<file path="config.mk">
export PLATFORM = sky130hd
export DESIGN_NAME = prd_walker
export DESIGN_NICKNAME = d
export VERILOG_FILES = /design/src/rtl/prdw_pkg.sv /design/src/rtl/prdw_decode.sv /design/src/rtl/prdw_beat.sv /design/src/rtl/prd_walker.sv
export SDC_FILE = /design/constraint.sdc
export NUM_CORES = 1
export LEC_CHECK = 0
export ABC_AREA = 1
export ABC_CLOCK_PERIOD_IN_PS = 10200
export BUFFER_PORTS_ARGS = -buffer_cell sky130_fd_sc_hd__buf_4
export CORE_MARGIN = 5
export CORE_UTILIZATION = 35
export DETAILED_ROUTE_END_ITERATION = 7
export SLEW_MARGIN = 5
export SYNTH_ARGS = -nofsm -noshare
export SYNTH_HDL_FRONTEND = slang
export SYNTH_SLANG_ARGS = --single-unit
</file>
<file path="constraint.sdc">
create_clock -name clk -period 10.2 [get_ports clk]
set_clock_uncertainty 0.1 [all_clocks]
set_input_delay 1.02 -clock clk [delete_from_list [all_inputs] [get_ports clk]]
set_output_delay 1.02 -clock clk [all_outputs]
set_load 0.01 [all_outputs]
</file>
<file path="src/rtl/prdw_pkg.sv">
package prdw_pkg;

    // Region window fixed by the descriptor layout (16-bit count field).
    localparam int WIN_BITS = 16;
    localparam int CNT_BITS = WIN_BITS + 1;

    typedef enum logic [2:0] {
        ST_IDLE,
        ST_RD_LO,
        ST_RD_HI,
        ST_MOVE,
        ST_DONE,
        ST_ERR
    } walk_st_e;

    typedef enum logic [1:0] {
        STAT_IDLE   = 2'd0,
        STAT_ACTIVE = 2'd1,
        STAT_DONE   = 2'd2,
        STAT_ERR    = 2'd3
    } walk_stat_e;

endpackage

</file>
<file path="src/rtl/prdw_decode.sv">
module prdw_decode
    import prdw_pkg::*;
(
    input  logic [31:0]         addr_w,
    input  logic [31:0]         hdr_w,
    output logic [CNT_BITS-1:0] bytes_o,
    output logic                last_o,
    output logic                bad_align_o,
    output logic                bad_cross_o
);

    logic [CNT_BITS:0] span_end;
    logic              unused_hdr;

    always_comb begin
        if (hdr_w[WIN_BITS-1:0] == '0) begin
            bytes_o = CNT_BITS'(1) << WIN_BITS;
        end else begin
            bytes_o = {1'b0, hdr_w[WIN_BITS-1:0]};
        end
        last_o      = hdr_w[31];
        bad_align_o = (addr_w[1:0] != 2'b00);
        span_end    = {2'b00, addr_w[WIN_BITS-1:0]} + {1'b0, bytes_o};
        bad_cross_o = (span_end > ((CNT_BITS + 1)'(1) << WIN_BITS));
    end

    assign unused_hdr = ^hdr_w[30:WIN_BITS];

endmodule

</file>
<file path="src/rtl/prdw_beat.sv">
module prdw_beat
    import prdw_pkg::*;
#(
    parameter int BURST_BYTES = 64,
    parameter int LEN_W       = $clog2(BURST_BYTES) + 1
) (
    input  logic [CNT_BITS-1:0] rem_i,
    input  logic [LEN_W-1:0]    rep_i,
    output logic [LEN_W-1:0]    len_o,
    output logic [CNT_BITS-1:0] grant_o
);

    localparam logic [CNT_BITS-1:0] BURST_C = CNT_BITS'(BURST_BYTES);

    logic [CNT_BITS-1:0] rep_ext;

    always_comb begin
        rep_ext = CNT_BITS'(rep_i);
        if (rem_i >= BURST_C) begin
            len_o = LEN_W'(BURST_BYTES);
        end else begin
            len_o = rem_i[LEN_W-1:0];
        end
        grant_o = (rep_ext > rem_i) ? rem_i : rep_ext;
    end

endmodule

</file>
<file path="src/rtl/prd_walker.sv">
module prd_walker
    import prdw_pkg::*;
#(
    parameter int ADDR_W      = 32,
    parameter int TBL_BITS    = 16,
    parameter int BURST_BYTES = 64,
    parameter int LEN_W       = $clog2(BURST_BYTES) + 1
) (
    input  logic              clk,
    input  logic              rst_n,
    input  logic              start_i,
    input  logic              stop_i,
    input  logic [ADDR_W-1:0] base_i,
    output logic              mrd_req_o,
    output logic [ADDR_W-1:0] mrd_addr_o,
    input  logic              mrd_ack_i,
    input  logic [31:0]       mrd_data_i,
    output logic              xfer_req_o,
    output logic [ADDR_W-1:0] xfer_addr_o,
    output logic [LEN_W-1:0]  xfer_len_o,
    input  logic              xfer_done_i,
    input  logic [LEN_W-1:0]  xfer_bytes_i,
    output logic [1:0]        status_o
);

    typedef struct packed {
        walk_st_e            st;
        logic [ADDR_W-1:0]   ptr;
        logic [ADDR_W-1:0]   cur;
        logic [CNT_BITS-1:0] rem;
        logic                last;
        logic                stop_pend;
    } walk_t;

    walk_t walk_d, walk_q;

    logic [CNT_BITS-1:0] dec_bytes;
    logic                dec_last, dec_bad_align, dec_bad_cross;
    logic [CNT_BITS-1:0] beat_grant;
    logic [CNT_BITS-1:0] rem_after;
    logic [TBL_BITS-1:0] next_off;
    logic                stop_now;

    prdw_decode u_decode (
        .addr_w      (walk_q.cur[31:0]),
        .hdr_w       (mrd_data_i),
        .bytes_o     (dec_bytes),
        .last_o      (dec_last),
        .bad_align_o (dec_bad_align),
        .bad_cross_o (dec_bad_cross)
    );

    prdw_beat #(
        .BURST_BYTES (BURST_BYTES),
        .LEN_W       (LEN_W)
    ) u_beat (
        .rem_i   (walk_q.rem),
        .rep_i   (xfer_bytes_i),
        .len_o   (xfer_len_o),
        .grant_o (beat_grant)
    );

    always_comb begin
        walk_d    = walk_q;
        stop_now  = walk_q.stop_pend | stop_i;
        rem_after = walk_q.rem - beat_grant;
        next_off  = walk_q.ptr[TBL_BITS-1:0] + TBL_BITS'(8);

        case (walk_q.st)
            ST_IDLE, ST_DONE, ST_ERR: begin
                if (start_i) begin
                    walk_d.stop_pend = 1'b0;
                    walk_d.ptr       = base_i;
                    if (base_i[TBL_BITS-1:0] != '0) begin
                        walk_d.st = ST_ERR;
                    end else begin
                        walk_d.st = ST_RD_LO;
                    end
                end
            end
            ST_RD_LO: begin
                if (mrd_ack_i) begin
                    walk_d.cur = ADDR_W'(mrd_data_i);
                    walk_d.st  = stop_now ? ST_IDLE : ST_RD_HI;
                end else begin
                    walk_d.stop_pend = stop_now;
                end
            end
            ST_RD_HI: begin
                if (mrd_ack_i) begin
                    if (stop_now) begin
                        walk_d.st = ST_IDLE;
                    end else if (dec_bad_align || dec_bad_cross) begin
                        walk_d.st = ST_ERR;
                    end else begin
                        walk_d.rem  = dec_bytes;
                        walk_d.last = dec_last;
                        walk_d.st   = ST_MOVE;
                    end
                end else begin
                    walk_d.stop_pend = stop_now;
                end
            end
            ST_MOVE: begin
                if (xfer_done_i) begin
                    walk_d.rem = rem_after;
                    walk_d.cur = walk_q.cur + ADDR_W'(beat_grant);
                    if (stop_now) begin
                        walk_d.st = ST_IDLE;
                    end else if (rem_after == '0) begin
                        if (walk_q.last) begin
                            walk_d.st = ST_DONE;
                        end else begin
                            walk_d.ptr = {walk_q.ptr[ADDR_W-1:TBL_BITS], next_off};
                            walk_d.st  = ST_RD_LO;
                        end
                    end
                end else begin
                    walk_d.stop_pend = stop_now;
                end
            end
            default: walk_d.st = ST_IDLE;
        endcase
    end

    always_ff @(posedge clk or negedge rst_n) begin
        if (!rst_n) begin
            walk_q <= '{st: ST_IDLE, default: '0};
        end else begin
            walk_q <= walk_d;
        end
    end

    assign mrd_req_o   = (walk_q.st == ST_RD_LO) || (walk_q.st == ST_RD_HI);
    assign mrd_addr_o  = {walk_q.ptr[ADDR_W-1:3], (walk_q.st == ST_RD_HI), 2'b00};
    assign xfer_req_o  = (walk_q.st == ST_MOVE);
    assign xfer_addr_o = walk_q.cur;

    always_comb begin
        case (walk_q.st)
            ST_IDLE:  status_o = STAT_IDLE;
            ST_DONE:  status_o = STAT_DONE;
            ST_ERR:   status_o = STAT_ERR;
            default:  status_o = STAT_ACTIVE;
        endcase
    end

endmodule

</file>
==> results of run 1 <==
## logic make-up (layout without fill, tap and decap cells)
family          after synthesis  count (layout)  share of synthesized area
buf+inv                     281             344                      0.164
fa+ha+maj                    51              51                     0.0823
mux                          16              16                     0.0224
xor+xnor                     40              40                     0.0436
other cells                   1              12                   0.000467
flops                        83              83                      0.259
simple gates                556             556                      0.291
compound gates              189             189                      0.137
## layer usage
metal,GRT usage,vias to the layer above,part of all wire
met5,0,-,0
met4,0.0291,0,0.0070
li1,-,3973,-
met1,0.230,3548,0.46
met3,0.0288,13,0.038
met2,0.303,132,0.49
## area by class of cell
| cell class | count | area [µm²] |
|---|---|---|
| Clock inverter | 6 | 73.8 |
| Tap cell | 285 | 357 |
| Clock buffer | 10 | 239 |
| Timing Repair Buffer | 151 | 1130 |
| Fill cell | 2382 | 13400 |
| Sequential cell | 83 | 2080 |
| Inverter | 177 | 664 |
| Multi-Input combinational cell | 864 | 4690 |
## cell usage in the layout, fill, tap and decap left out, types with 5 or more instances in the layout
master,instances
a21oi_1,57
a31oi_1,6
buf_4,151
clkbuf_16,9
conb_1,12
dfrtp_1,83
ha_1,48
inv_1,175
mux2_2,16
nand2_1,340
nand3_1,62
nand3b_1,6
nand4_1,21
nor2_1,88
nor3_1,13
nor4_1,10
o211ai_1,5
o21ai_0,79
o21bai_1,19
o221ai_1,8
xnor2_1,9
xor2_1,31
## critical path, stage by stage
cell	delay, ps
buf_4	120
ha_1	290
nand2_1	70
inv_1	50
nand3_1	70
inv_1	80
nand2_1	50
o221ai_1	140
nand3_1	330
nand2_1	140
o21ai_0	90
inv_1	110
ha_1	170
inv_1	80
fa_1	420
nand3_1	90
nand3_1	100
nand2_1	120
nand3_1	130
xor2_1	200
nand3_1	90
nor2_1	110
nand4_1	170
a21oi_2	810
o21ai_0	180
## through the flow
stage                util  setup slack [ps]
finish              0.408              5070
global route        0.408              4540
CTS                 0.408              5040
detailed placement  0.394              4670
global placement    0.394              4860
floorplan               -              5660
## registers in the layout, summed over array words and instances, names as in the netlist
name,flops
xfer_addr_o,32
mrd_addr_o,29
walk_q,22
## worst max-delay path by stage
stage / startpoint / endpoint / slack, ps / cells past startpoint
floorplan: xfer_bytes_i[4] / mrd_addr_o[11] / 5660 / 23
global placement: xfer_bytes_i[6] / mrd_addr_o[6] / 4860 / 25
detailed placement: xfer_bytes_i[6] / mrd_addr_o[9] / 4670 / 25
CTS: xfer_bytes_i[6] / mrd_addr_o[9] / 5040 / 25
global route: xfer_bytes_i[6] / mrd_addr_o[13] / 4540 / 28
finish: xfer_bytes_i[6] / mrd_addr_o[9] / 5070 / 25
## power by group
group / leakage [nW] / switching (mW) / internal, mW
Combinational: 3.81 / 1.52 / 0.973
Clock: 0.147 / 0.155 / 0.199
Sequential: 1.03 / 0.184 / 0.485
==> results.tsv, run 1 <==
metric	value	unit
Starting DRT DRC Count	472	
clock-pin slew on the worst setup and hold paths	70	ps
Worst Hold Class	reg2reg	
core area	22600	µm²
drt first pass iters	5	
Cell Area, Synth	8030	µm²
hold path depth	2	
dominant cells by area after synthesis	dfrtp_1 26%, nand2_1 16%, inv_1 8.2%	
Avg Inst Size Synth	6.60	µm²
Final Setup Violations	0	
placed wire-length estimate	18.5	mm
worst-margin pin slew	1190	ps
top cell type by total area after synthesis	dfrtp_1	
wire length per cell	14.7	µm
Total GRT Usage	0.174	
Worst Setup Start Kind	input port	
ys flop type	dfrtp_1	
CTS buffer count	9	
area fraction of the dominant cell type after synthesis	0.259	
Initial Util	0.355	
Syn-to-layout area delta	15.1	%
Max rail drop VDD	0.171	mV
Yosys reg bits	83	
die area	26100	µm²
post-CTS setup buffers	0	
clock buffer depth	2	
Synth top cells by count	340 x nand2_1, 176 x inv_1, 88 x nor2_1, 83 x dfrtp_1, 79 x o21ai_0	
clock root buffer	clkbuf_16	
initial antenna violation count	0	
Distinct cells, synth	43	
Seq/Total Area, Yosys	0.259	
final hold violations	0	
I/O pins	152	
H-tree Lvls	3	
RSZ-0062 raised after global routing	no	
drt via density	4.86	
antenna fix cells	0	
leak pwr	4.99	nW
I/O Buffers	149	
placed inst area	8920	µm²
clock latency on the worst-skew pair	350	ps
Power Total	3.52	mW
Max-slew headroom	0.209	
Die X	161	µm
routed wire length	23.1	mm
FP Rows	55	
# Max-Cap Violations	0	
post_cts resized	0	
FFs w/ async S/R, synth	1.00	
Slew Viols, Final	0	
Synth Warn #	0	
most common cell in the synthesized netlist	nand2_1	
TritonCTS clock tree	yes	
EDFF count, synth	0	
final period utilization	0.503	
Min Hold Slack	394	ps
worst reg2reg path endpoint	mrd_addr_o[9]	
peak fanout along the critical path	26	
vias	7666	
clock sinks	83	
critical path arrival	5230	ps
min Tclk post-route	5130	ps
TNS Setup	0	ps
Pwr Density	381	nW/µm²
GR Overflow Total	0	
# DRC	0	
Placed Cells	1560	
R2R setup slack	5190	ps
share of cells above drive strength 1	0.155	
Worst R2R Path Depth	20	
worst r2r src	walk_q[17]	
WHS Endpoint	walk_q[0]	
critical path required time	10300	ps
final antenna-violating net count	0	
first-pass GRT wire length	37.4	mm
Synth Instances	1217	
die span in y	161	µm
Placer Congestion	0.886	
hold buffer count at cts	0	
nets	1414	
largest net degree at the start of global routing	75	
Post-Layout Cell Count	1576	
post-route cell area	9240	µm²
hold_sp	walk_q[0]	
Max Freq	195	MHz
status	completed	
CP Capture Type	flop	
vias in the first global route	7376	
crit path kind	in2reg	
(Power assumes the default switching activity.)
==> run 2, diff against run 1 <==
--- a/config.mk
+++ b/config.mk
@@ -6,7 +6,7 @@
 export NUM_CORES = 1
 export LEC_CHECK = 0
 export ABC_AREA = 1
-export ABC_CLOCK_PERIOD_IN_PS = 10200
+export ABC_CLOCK_PERIOD_IN_PS = 4940
 export BUFFER_PORTS_ARGS = -buffer_cell sky130_fd_sc_hd__buf_4
 export CORE_MARGIN = 5
 export CORE_UTILIZATION = 35
==> constraint.sdc (replaced) <==
create_clock -name clk -period 4.94 [get_ports clk]
set_clock_uncertainty 0.1 [all_clocks]
set_input_delay 0.494 -clock clk [delete_from_list [all_inputs] [get_ports clk]]
set_output_delay 0.494 -clock clk [all_outputs]
set_load 0.01 [all_outputs]
==> results.tsv, run 2 (synthesis results as in run 1) <==
metric	value	unit	change
Largest register FFs	32		unchanged
TritonCTS clock tree	yes		
RSZ-0062 raised after global routing	no		
final antenna-violating net count	0		unchanged
Initial Util	0.355		unchanged
worst r2r src	walk_q[8]		
# fillers	2439		+2.4%
Max-slew headroom	0.409		+0.200
die area	26100	µm²	unchanged
CP Launch Point	walk_q[8]		
GR Overflow Total	0		unchanged
Max stage delay on crit path	430	ps	-380 ps
I/O Buffers	149		unchanged
final hold violations	0		unchanged
CP top delay family	simple AND/OR/NAND/NOR gates		
placed inst area	8950	µm²	+0.34%
vias	7735		+0.90%
Worst Setup Start Kind	flop		
Placer Congestion	0.900		+1.6%
commonest non-fill, non-tap cell in the layout	nand2_1		
FP Rows	55		unchanged
peak fanout along the critical path	26		unchanged
Total GRT Usage	0.175		+0.00142
Max Freq	230	MHz	
leak pwr	5.00	nW	+0.21%
critical path arrival	4460	ps	-770 ps
Slew Viols, Final	0		unchanged
Pwr Density	781	nW/µm²	+110%
min Tclk post-route	4340	ps	
Max rail drop VDD	0.303	mV	+77%
Starting DRT DRC Count	606		+28%
R2R setup slack	600	ps	-4590 ps
wire length per cell	14.6	µm	-0.85%
clock sinks	83		unchanged
post-CTS setup buffers	0		unchanged
Placed Cells	1564		+0.26%
commonest cells after routing, fill and taps aside	340 x nand2_1, 175 x inv_1, 155 x buf_4		
post-route cell area	9250	µm²	about the same
final period utilization	0.878		
clock buffer depth	2		unchanged
routed wire length	23.0	mm	-0.60%
drt via density	4.90		+0.64%
clock-pin slew on the worst setup and hold paths	70	ps	about the same
vias in the first global route	7401		+0.34%
drt first pass iters	5		unchanged
clock root buffer	clkbuf_16		
die span in y	161	µm	unchanged
initial antenna violation count	0		unchanged
# DRC	0		unchanged
Die X	161	µm	unchanged
Worst Hold Class	in2async		
nets	1418		+0.28%
largest net degree at the start of global routing	74		-1.3%
Syn-to-layout area delta	15.1	%	about the same
TNS Setup	0	ps	unchanged
share of cells above drive strength 1	0.158		+0.00338
clock latency on the worst-skew pair	350	ps	about the same
worst-margin pin slew	886	ps	-299 ps
slowest cell on the critical path	fa_1		
CP Buf/Inv Count	6		+1
# Max-Cap Violations	0		unchanged
first-pass GRT wire length	37.7	mm	+0.72%
H-tree Lvls	3		unchanged
placed wire-length estimate	18.3	mm	-0.84%
Power Total	7.22	mW	+110%
I/O pins	152		unchanged
CP Capture Type	flop		
critical path required time	5070	ps	-5230 ps
CTS buffer count	9		unchanged
crit path kind	reg2reg		
core area	22600	µm²	unchanged
Post-Layout Cell Count	1580		+0.25%
status	completed		
Final Setup Violations	0		unchanged
antenna fix cells	0		unchanged
## run 2: per-layer routing
layer	GRT usage	share of wire
met4	0.0380	0.014
met1	0.238	0.47
met2	0.295	0.48
met3	0.0268	0.037
met5	0	0
## run 2: final timing paths
path,endpoint,cells past startpoint
min in group clk,mrd_addr_o[25],2
max,mrd_addr_o[4],26
max in group asynchronous,walk_q[8],2
max reg2reg,mrd_addr_o[4],26
min,mrd_addr_o[20],1
min reg2reg,walk_q[0],2
## run 2: cell type report
class,count,area (µm²),area share
clock buffer,9,225,0.0244
clock inverter,7,60.1,0.00650
inverter,177,664,0.0719
multi-input combinational,864,4700,0.508
sequential,83,2080,0.225
tap,285,357,0.0386
timing repair buffer,155,1160,0.126
## run 2: where the power goes
group	total [mW]	internal (mW)	switching, mW
registers	1.37	1.00	0.369
logic	5.17	2.04	3.14
clock network	0.681	0.351	0.329
total	7.22	3.39	3.83
## run 2: per-stage QoR
stage / util / worst slack, ps / hold WS [ps]
after floorplan: - / 926 / 98.4
after global placement: 0.396 / 419 / 379
after detailed placement: 0.396 / 317 / 394
after CTS: 0.408 / 435 / 17.9
after global routing: 0.408 / 108 / 41.7
final: 0.408 / 602 / 0.245
## run 2: worst register-to-register path: cells and delay by family (launching register included)
family / cells / cell delay, ps
AO/OA/AOI/OAI: 4 / 520
XOR/XNOR: 1 / 240
adder cells (fa/ha/maj): 3 / 880
buffers and inverters: 6 / 670
flip-flops: 1 / 410
AND/OR/NAND/NOR: 12 / 1430
## run 2: repair_timing
item,4_1_cts,5_1_grt
hold buffers,0,0
gates resized for setup,0,2
endpoints found under the setup margin,0,12
